===== config.mk =====
export PLATFORM = sky130hd
export DESIGN_NAME = swc_stat_ctrl
export DESIGN_NICKNAME = d
export VERILOG_FILES = /design/src/rtl/swc_pkg.sv /design/src/rtl/swc_stat_reg.sv /design/src/rtl/swc_sp_bank.sv /design/src/rtl/swc_trap_seq.sv /design/src/rtl/swc_stat_ctrl.sv
export SDC_FILE = /design/constraint.sdc
export NUM_CORES = 1
export LEC_CHECK = 0
export ABC_CLOCK_PERIOD_IN_PS = 4900
export BUFFER_PORTS_ARGS = -buffer_cell sky130_fd_sc_hd__buf_2
export CORE_MARGIN = 2
export CORE_UTILIZATION = 50
export CTS_BUF_LIST = sky130_fd_sc_hd__clkbuf_8 sky130_fd_sc_hd__clkbuf_16
export CTS_CLUSTER_SIZE = 12
export DETAILED_ROUTE_END_ITERATION = 6
export PLACE_DENSITY_LB_ADDON = 0.25
export SLEW_MARGIN = 40
export SYNTH_ARGS = -nofsm -noshare
export SYNTH_HDL_FRONTEND = slang
export SYNTH_HIERARCHICAL = 1
export SYNTH_SLANG_ARGS = --single-unit

===== constraint.sdc =====
create_clock -name clk -period 4.9 [get_ports clk]
set_input_delay 0.49 -clock clk [delete_from_list [all_inputs] [get_ports clk]]
set_output_delay 0.49 -clock clk [all_outputs]
set_load 0.02 [all_outputs]

===== src/rtl/swc_pkg.sv =====
`timescale 1ns/1ps
package swc_pkg;
  localparam int WORD_W = 16;
  // bit positions in the status word
  localparam int POS_SM = 15;
  localparam int POS_EA = 13;
  localparam int POS_DB = 12;
  localparam int POS_DM = 11;
  localparam int POS_IE = 10;
  localparam int POS_RP = 9;
  localparam int POS_MD = 8;
  localparam int POS_F0 = 3;
  localparam int POS_F1 = 2;
  localparam int POS_CY = 0;
  localparam int N_REGS = 3;

  localparam logic [WORD_W-1:0] FLAG_BITS =
    (WORD_W'(1) << POS_F0) | (WORD_W'(1) << POS_F1) | (WORD_W'(1) << POS_CY);
  localparam logic [WORD_W-1:0] SW_FILTER =
    (WORD_W'(1) << POS_SM) | (WORD_W'(1) << POS_EA) | (WORD_W'(1) << POS_DB) |
    (WORD_W'(1) << POS_IE) | (WORD_W'(1) << POS_RP) | (WORD_W'(1) << POS_MD) |
    FLAG_BITS;
  localparam logic [WORD_W-1:0] HW_FILTER = SW_FILTER | (WORD_W'(1) << POS_DM);
  localparam logic [WORD_W-1:0] DM_BIT    = WORD_W'(1) << POS_DM;

  typedef enum logic [1:0] {
    SEL_STAT = 2'd0,
    SEL_BRK  = 2'd1,
    SEL_DBG  = 2'd2,
    SEL_NONE = 2'd3
  } reg_sel_e;
endpackage


===== src/rtl/swc_stat_reg.sv =====
`timescale 1ns/1ps
module swc_stat_reg #(
  parameter int W = swc_pkg::WORD_W
) (
  input  logic         clk,
  input  logic         rst,
  input  logic         en,
  input  logic         hw,
  input  logic [W-1:0] keep,
  input  logic [W-1:0] data,
  output logic [W-1:0] q
);
  localparam logic [W-1:0] SWF = W'(swc_pkg::SW_FILTER);
  localparam logic [W-1:0] HWF = W'(swc_pkg::HW_FILTER);
  localparam int DMP = swc_pkg::POS_DM;

  logic [W-1:0] filt;
  logic [W-1:0] nxt;

  always_comb begin
    filt = hw ? HWF : SWF;
    nxt  = (q & keep) | (data & filt & ~keep);
  end

  always_ff @(posedge clk) begin
    if (rst)     q <= '0;
    else if (en) q <= nxt;
  end

  AST_KEPT_BITS_HOLD: assert property (@(posedge clk) disable iff (rst)
    en |=> ((q & $past(keep)) == ($past(q) & $past(keep))));
  AST_SW_NO_DM_SET: assert property (@(posedge clk) disable iff (rst)
    (en && !hw && !q[DMP]) |=> !q[DMP]);
  AST_IDLE_STABLE: assert property (@(posedge clk) disable iff (rst)
    !en |=> $stable(q));
endmodule


===== src/rtl/swc_sp_bank.sv =====
`timescale 1ns/1ps
module swc_sp_bank #(
  parameter int W = swc_pkg::WORD_W
) (
  input  logic         clk,
  input  logic         rst,
  input  logic         upd,
  input  logic         old_sm,
  input  logic         new_sm,
  input  logic [W-1:0] sp_in,
  output logic [W-1:0] held0,
  output logic [W-1:0] held1,
  output logic [W-1:0] sp_out,
  output logic         sp_load
);
  localparam int SLOTS = 2;

  logic [W-1:0] bank [SLOTS];
  logic         swap;

  assign swap  = upd && (old_sm != new_sm);
  assign held0 = bank[0];
  assign held1 = bank[1];

  always_ff @(posedge clk) begin
    if (rst) begin
      for (int i = 0; i < SLOTS; i++) bank[i] <= '0;
      sp_out  <= '0;
      sp_load <= 1'b0;
    end else begin
      sp_load <= 1'b0;
      if (upd) bank[old_sm] <= sp_in;
      if (swap) begin
        sp_out  <= bank[new_sm];
        sp_load <= 1'b1;
      end
    end
  end

  AST_SWAP_LOADS_BANK: assert property (@(posedge clk) disable iff (rst)
    swap |=> (sp_load && sp_out == $past(new_sm ? held1 : held0)));
  AST_NO_SPURIOUS_LOAD: assert property (@(posedge clk) disable iff (rst)
    !swap |=> !sp_load);
endmodule


===== src/rtl/swc_trap_seq.sv =====
`timescale 1ns/1ps
module swc_trap_seq #(
  parameter int PC_W = 16
) (
  input  logic            clk,
  input  logic            rst,
  input  logic            trap_en,
  input  logic [PC_W-1:0] pc_in,
  output logic [PC_W-1:0] dbg_pc,
  output logic            vec_jump
);
  always_ff @(posedge clk) begin
    if (rst) begin
      dbg_pc   <= '0;
      vec_jump <= 1'b0;
    end else begin
      vec_jump <= trap_en;
      if (trap_en) dbg_pc <= pc_in + PC_W'(1);
    end
  end

  AST_TRAP_PC_SAVE: assert property (@(posedge clk) disable iff (rst)
    trap_en |=> (vec_jump && dbg_pc == PC_W'($past(pc_in) + PC_W'(1))));
  AST_VEC_ONE_SHOT: assert property (@(posedge clk) disable iff (rst)
    !trap_en |=> !vec_jump);
endmodule


===== src/rtl/swc_stat_ctrl.sv =====
`timescale 1ns/1ps
module swc_stat_ctrl #(
  parameter int W    = swc_pkg::WORD_W,
  parameter int PC_W = 16
) (
  input  logic            clk,
  input  logic            rst,
  input  logic            wr_en,
  input  logic [1:0]      wr_sel,
  input  logic            wr_hw,
  input  logic [W-1:0]    wr_keep,
  input  logic [W-1:0]    wr_data,
  input  logic            trap_en,
  input  logic [PC_W-1:0] pc_in,
  input  logic [W-1:0]    sp_in,
  output logic [W-1:0]    stat_word,
  output logic [W-1:0]    brk_shadow,
  output logic [W-1:0]    dbg_shadow,
  output logic [W-1:0]    held_sp0,
  output logic [W-1:0]    held_sp1,
  output logic [W-1:0]    sp_out,
  output logic            sp_load,
  output logic [PC_W-1:0] dbg_pc,
  output logic            vec_jump
);
  import swc_pkg::*;

  localparam int NR = N_REGS;
  localparam logic [W-1:0] FLAGS = W'(FLAG_BITS);
  localparam logic [W-1:0] DMW   = W'(DM_BIT);

  logic [NR-1:0]        r_en;
  logic [NR-1:0]        r_hw;
  logic [NR-1:0][W-1:0] r_keep;
  logic [NR-1:0][W-1:0] r_data;
  logic [NR-1:0][W-1:0] r_q;

  // write steering: a trap overrides any port write in the same cycle
  always_comb begin
    for (int i = 0; i < NR; i++) begin
      r_en[i]   = wr_en && !trap_en && (wr_sel == 2'(i));
      r_hw[i]   = wr_hw;
      r_keep[i] = wr_keep;
      r_data[i] = wr_data;
    end
    if (trap_en) begin
      r_en[SEL_STAT]   = 1'b1;
      r_hw[SEL_STAT]   = 1'b1;
      r_keep[SEL_STAT] = '0;
      r_data[SEL_STAT] = DMW | (r_q[SEL_STAT] & FLAGS);
      r_en[SEL_DBG]    = 1'b1;
      r_hw[SEL_DBG]    = 1'b1;
      r_keep[SEL_DBG]  = '0;
      r_data[SEL_DBG]  = r_q[SEL_STAT];
    end
  end

  genvar g;
  generate
    for (g = 0; g < NR; g++) begin : g_reg
      swc_stat_reg #(.W(W)) u_reg (
        .clk  (clk),
        .rst  (rst),
        .en   (r_en[g]),
        .hw   (r_hw[g]),
        .keep (r_keep[g]),
        .data (r_data[g]),
        .q    (r_q[g])
      );
    end
  endgenerate

  assign stat_word  = r_q[SEL_STAT];
  assign brk_shadow = r_q[SEL_BRK];
  assign dbg_shadow = r_q[SEL_DBG];

  logic sm_upd;
  logic sm_old;
  logic sm_new;

  // stack mode is in both filters, so the new mode is the raw data bit
  assign sm_upd = r_en[SEL_STAT] && !r_keep[SEL_STAT][POS_SM];
  assign sm_old = r_q[SEL_STAT][POS_SM];
  assign sm_new = r_data[SEL_STAT][POS_SM];

  swc_sp_bank #(.W(W)) u_bank (
    .clk     (clk),
    .rst     (rst),
    .upd     (sm_upd),
    .old_sm  (sm_old),
    .new_sm  (sm_new),
    .sp_in   (sp_in),
    .held0   (held_sp0),
    .held1   (held_sp1),
    .sp_out  (sp_out),
    .sp_load (sp_load)
  );

  swc_trap_seq #(.PC_W(PC_W)) u_trap (
    .clk      (clk),
    .rst      (rst),
    .trap_en  (trap_en),
    .pc_in    (pc_in),
    .dbg_pc   (dbg_pc),
    .vec_jump (vec_jump)
  );

  AST_TRAP_STATUS: assert property (@(posedge clk) disable iff (rst)
    trap_en |=> (stat_word == (DMW | ($past(stat_word) & FLAGS))));
  AST_TRAP_DBG_COPY: assert property (@(posedge clk) disable iff (rst)
    trap_en |=> (dbg_shadow == $past(stat_word)));
  AST_TRAP_BEATS_WRITE: assert property (@(posedge clk) disable iff (rst)
    (trap_en && wr_en && wr_sel == 2'd1) |=> $stable(brk_shadow));
  AST_SHADOW_NO_SP: assert property (@(posedge clk) disable iff (rst)
    (wr_en && !trap_en && wr_sel != 2'd0) |=> (!sp_load && $stable(held_sp0) && $stable(held_sp1)));
endmodule


After elaboration in Yosys (flattened, before gate mapping)

Memories as Yosys holds them, arrays and structs flattened. A register that Yosys moved wholly into a read port is not among the register bits.
Index checks and enable logic that the tools add are counted.

Bits in registers: 66
Bits in writable memories: 32
Bits of input ports: 71
Output and inout bits: 114
Logic and storage cells: 52
Memories kept: 1

Memory list:

| name        | words | bits a word | read ports | clocked after Yosys merged registers in | wr ports | line              | RTL |
|---|---|---|---|---|---|---|---|
| u_bank.bank | 2     | 16          | 3          | 1                                       | 2        | swc_sp_bank.sv:18 | `logic [W-1:0] bank [SLOTS];` |

Add/subtract/negate cells: 1
Eq/ne operators: 3
Mux-type cells: 17
Bitwise operators: 14
Reductions and logical operators: 10

Operators with widths:

| cell                                                                   | count |
|---|---|
| 16-bit AND                                                             | 9 |
| 16-bit two-way mux                                                     | 4 |
| 16-bit bitwise OR                                                      | 3 |
| 16-bit inverter                                                        | 2 |
| 12-bit two-way mux                                                     | 2 |
| 16-bit by 1-bit adder with 16-bit output (second input constant)       | 1 |
| 16-bit OR reduction                                                    | 1 |
| 1-bit two-way mux                                                      | 11 |
| 1-bit logical AND                                                      | 6 |
| 2-bit by 1-bit equality test with 1-bit output (second input constant) | 1 |
| 2-bit equality test (second input constant)                            | 1 |
| 1-bit zero test                                                        | 2 |
| 2-bit zero test                                                        | 1 |
| 1-bit inequality test                                                  | 1 |

Logic depth before layout (Yosys ltp)

Word-level depth: 10
Gate-level depth with buffers: 8
Depth with buffers taken out: 5

By module

Netlist, hierarchy kept.

By module, submodules not included:

| module        | times used | cells an instance | area each (um^2) | sequential area each (um^2) |
|---|---|---|---|---|
| swc_sp_bank   | 1          | 149               | 2064.5           | 1301.2 |
| swc_stat_reg  | 3          | 57                | 606.8            | 320.3 |
| swc_trap_seq  | 1          | 110               | 938.4            | 340.3 |
| swc_stat_ctrl | 1          | 58                | 405.4            | 0.0 |

Least setup slack after synthesis

Ideal clock, no wire load.

Kind: in2reg
From: input wr_sel[1]
To: memory u_bank/bank[0][0] in the netlist's numbering (enable)
Library setup time: 334 ps
Data arrival time: 1648 ps
Required time: 4566 ps
Path slack: 2918 ps
Cell stages on the path: 6
Path buffers: 1
Cells stage by stage: nand2b_1 > o31ai_1 > buf_2 > nand2b_4 > nor2_1 > or2_2

RTL lines:

| item               | line               | RTL |
|---|---|---|
| start: declaration | swc_stat_ctrl.sv:9 | `input logic [1:0] wr_sel,` |
| end: declaration   | swc_sp_bank.sv:18  |  |

==> results.py <==
metrics = {
    "outcome": {
        "status": "complete, no violations",
    },
    "critical_path": {
        "end_kind": "flip-flop",
        "crit_type": "input pin to flip-flop",
        "required_ns": 5.03,
        "crit_path_start_kind": "input pin",
        "worstPathMaxFanout": 18,
        "critPathArrivalTime_ns": 2.42,
    },
    "global_route": {
        "grt_use_total_pct": 23.3,
        "grt_pass1_wl_um": 20700,
        "grt_remaining_overflow": 0,
        "antenna_found_initial": 1,
        "grt_max_degree": 72,
        "grt_pass1_vias": 4249,
    },
    "timing": {
        "maxSlewViolCount": 0,
        "period_needed_ns": 2.29,
        "fin_ws_ns": 2.61,
        "relSlewSlack_pct": 51.6,
        "timing.final.crit_share_pct": 46.8,
        "max_freq_mhz": 436,
        "rsz0062_at_grt": "no",
        "worstMarginPinSlew_ns": 0.726,
        "skew_ns": 0.00798,
        "setup-tns-final_ns": 0,
        "hold_viol": 0,
        "setup_violations": 0,
    },
    "clock_network": {
        "cts_tree": "yes",
        "cts-resized-gates": 0,
        "cts_setup_buffers": 0,
        "clk_pin_slew_ns": 0.06,
        "cts_buffer_depth": 2,
        "root_buffer": "clkbuf_8",
        "cts-buffers-inserted": 17,
        "cts.sinks": 114,
        "hold_buffers": 0,
        "htreeDepth": 4,
        "clock_latency_ns": 0.49,
    },
    "synth": {
        "synth.cell_area_mm2": 0.00515,
        "yosysWarningCount": 6,
        "netlist_instances": 476,
        "synth_area_per_cell_um2": 10.8,
        "syn_nets": 548,
    },
    "die": {
        "dieArea_mm2": 0.0111,
        "fp-row-count": 37,
        "core_mm2": 0.0101,
        "die_y_um": 105,
        "initial_utilization_pct": 50.8,
        "io_pins": 185,
        "fp.dieW_um": 105,
    },
    "power": {
        "irDropWorstVdd_uv": 213,
        "p_per_area_mw_per_mm2": 386,
        "p_leak_nw": 3.05,
        "p_total_mw": 2.57,
    },
    "routing": {
        "drt_iter0_markers": 149,
        "vias": 4326,
        "remaining_drc_errors": 0,
        "dr.pass1.iters": 5,
        "routed_wirelength_um": 13000,
        "vias_per_cell": 5.43,
        "wl_per_cell_um": 16.4,
        "postRouteAntennaNets": 0,
    },
    "cells_and_area": {
        "seq_area_mm2": 0.00260,
        "multi_input_area_mm2": 0.00231,
        "design_area_mm2": 0.00665,
        "nets": 719,
        "drive_gt1_share_pct": 39.2,
        "areaGrowthSynthToFinish_pct": 29.3,
        "layout.cells.non_filler": 796,
        "antenna_cells": 0,
        "fill_cells": 835,
    },
    "min_path": {
        "min_path_type": "input pin to flip-flop",
    },
    "placement": {
        "dp_hpwl_um": 8990,
        "pre_cts_ws_ns": 2.16,
        "place.gp.congestion": 0.808,
        "place_area_mm2": 0.00605,
        "port_buffers": 178,
        "placed_cells": 764,
    },
    "job": {
        "drv_cap": 0,
    },
}
layout make-up:
cell class	instances	area share, %
Clock buffer	17	6.22
Clock inverter	15	2.63
Inverter	11	0.621
Multi-Input combinational cell	319	34.7
Sequential cell	114	39.1
Tap cell	136	2.56
Timing Repair Buffer	184	14.1
where the power goes:
group / leakage, nW / internal (mW) / switching (mW) / total, mW
Combinational: 1.75 / 0.113 / 0.201 / 0.314
Clock: 0.295 / 0.812 / 0.405 / 1.22
Sequential: 1.00 / 1.02 / 0.0235 / 1.04
path summary, 6_finish.rpt:
| kind | startpoint | to | slack, ns | cells after the start |
|---|---|---|---|---|
| min | wr_keep[7] | g_reg[1].u_reg/q[7]$_SDFFE_PP0P_ | 0.23 | 2 |
| max | wr_sel[1] | u_bank/bank[1][7]$_SDFFCE_PN0P_ | 2.61 | 7 |
| min reg2reg | g_reg[1].u_reg/q[4]$_SDFFE_PP0P_ | g_reg[1].u_reg/q[4]$_SDFFE_PP0P_ | 0.44 | 1 |
| max reg2reg | flip-flop | u_bank/bank[1][7]$_SDFFCE_PN0P_ | 2.90 | 3 |
layer usage:
layer	share of wire [%]	track usage [%]
met1	43	28.6
met2	51	39.5
met3	4.9	6.12
met4	0.91	8.57
met5	0.13	0
stage by stage:
| step | util, % | hold WS (ns) |
|---|---|---|
| 2_1_floorplan | - | 0.527 |
| 3_3_place_gp | 59.7 | 0.433 |
| 3_5_place_dp | 59.7 | 0.435 |
| 4_1_cts | 65.5 | 0.202 |
| 5_1_grt | 65.6 | 0.207 |
| 6_report | 65.6 | 0.232 |
critical path, stage by stage:
cell and delay, ns:
buf_2 0.10, nand2b_1 0.21, o31ai_2 0.21, buf_4 0.29
nand2b_4 0.09, nor2_2 0.51, or2_2 0.51
layout by cell type, fill, tap and decap left out, types with 4 or more instances in the layout:
master       n
dfxtp_1     82
buf_4        5
nand3_1      5
o31ai_1      4
a311oi_1     6
mux2i_1     17
nand2_1      5
nand3b_1    27
or4_1        4
a211oi_1    10
and2_1      36
a21o_1       6
buf_2      178
nand4_1      4
o21ai_0     23
o21ai_2      9
nor2_1      17
bufinv_16    4
inv_1       10
mux2_2       4
a21oi_2      6
nor2b_1     27
edfxtp_1    32
clkbuf_16   16
a211oi_2    10
clkinv_2     5
o211a_1     19
a21oi_1     40
Note: power is estimated with default switching activity, not from simulation.
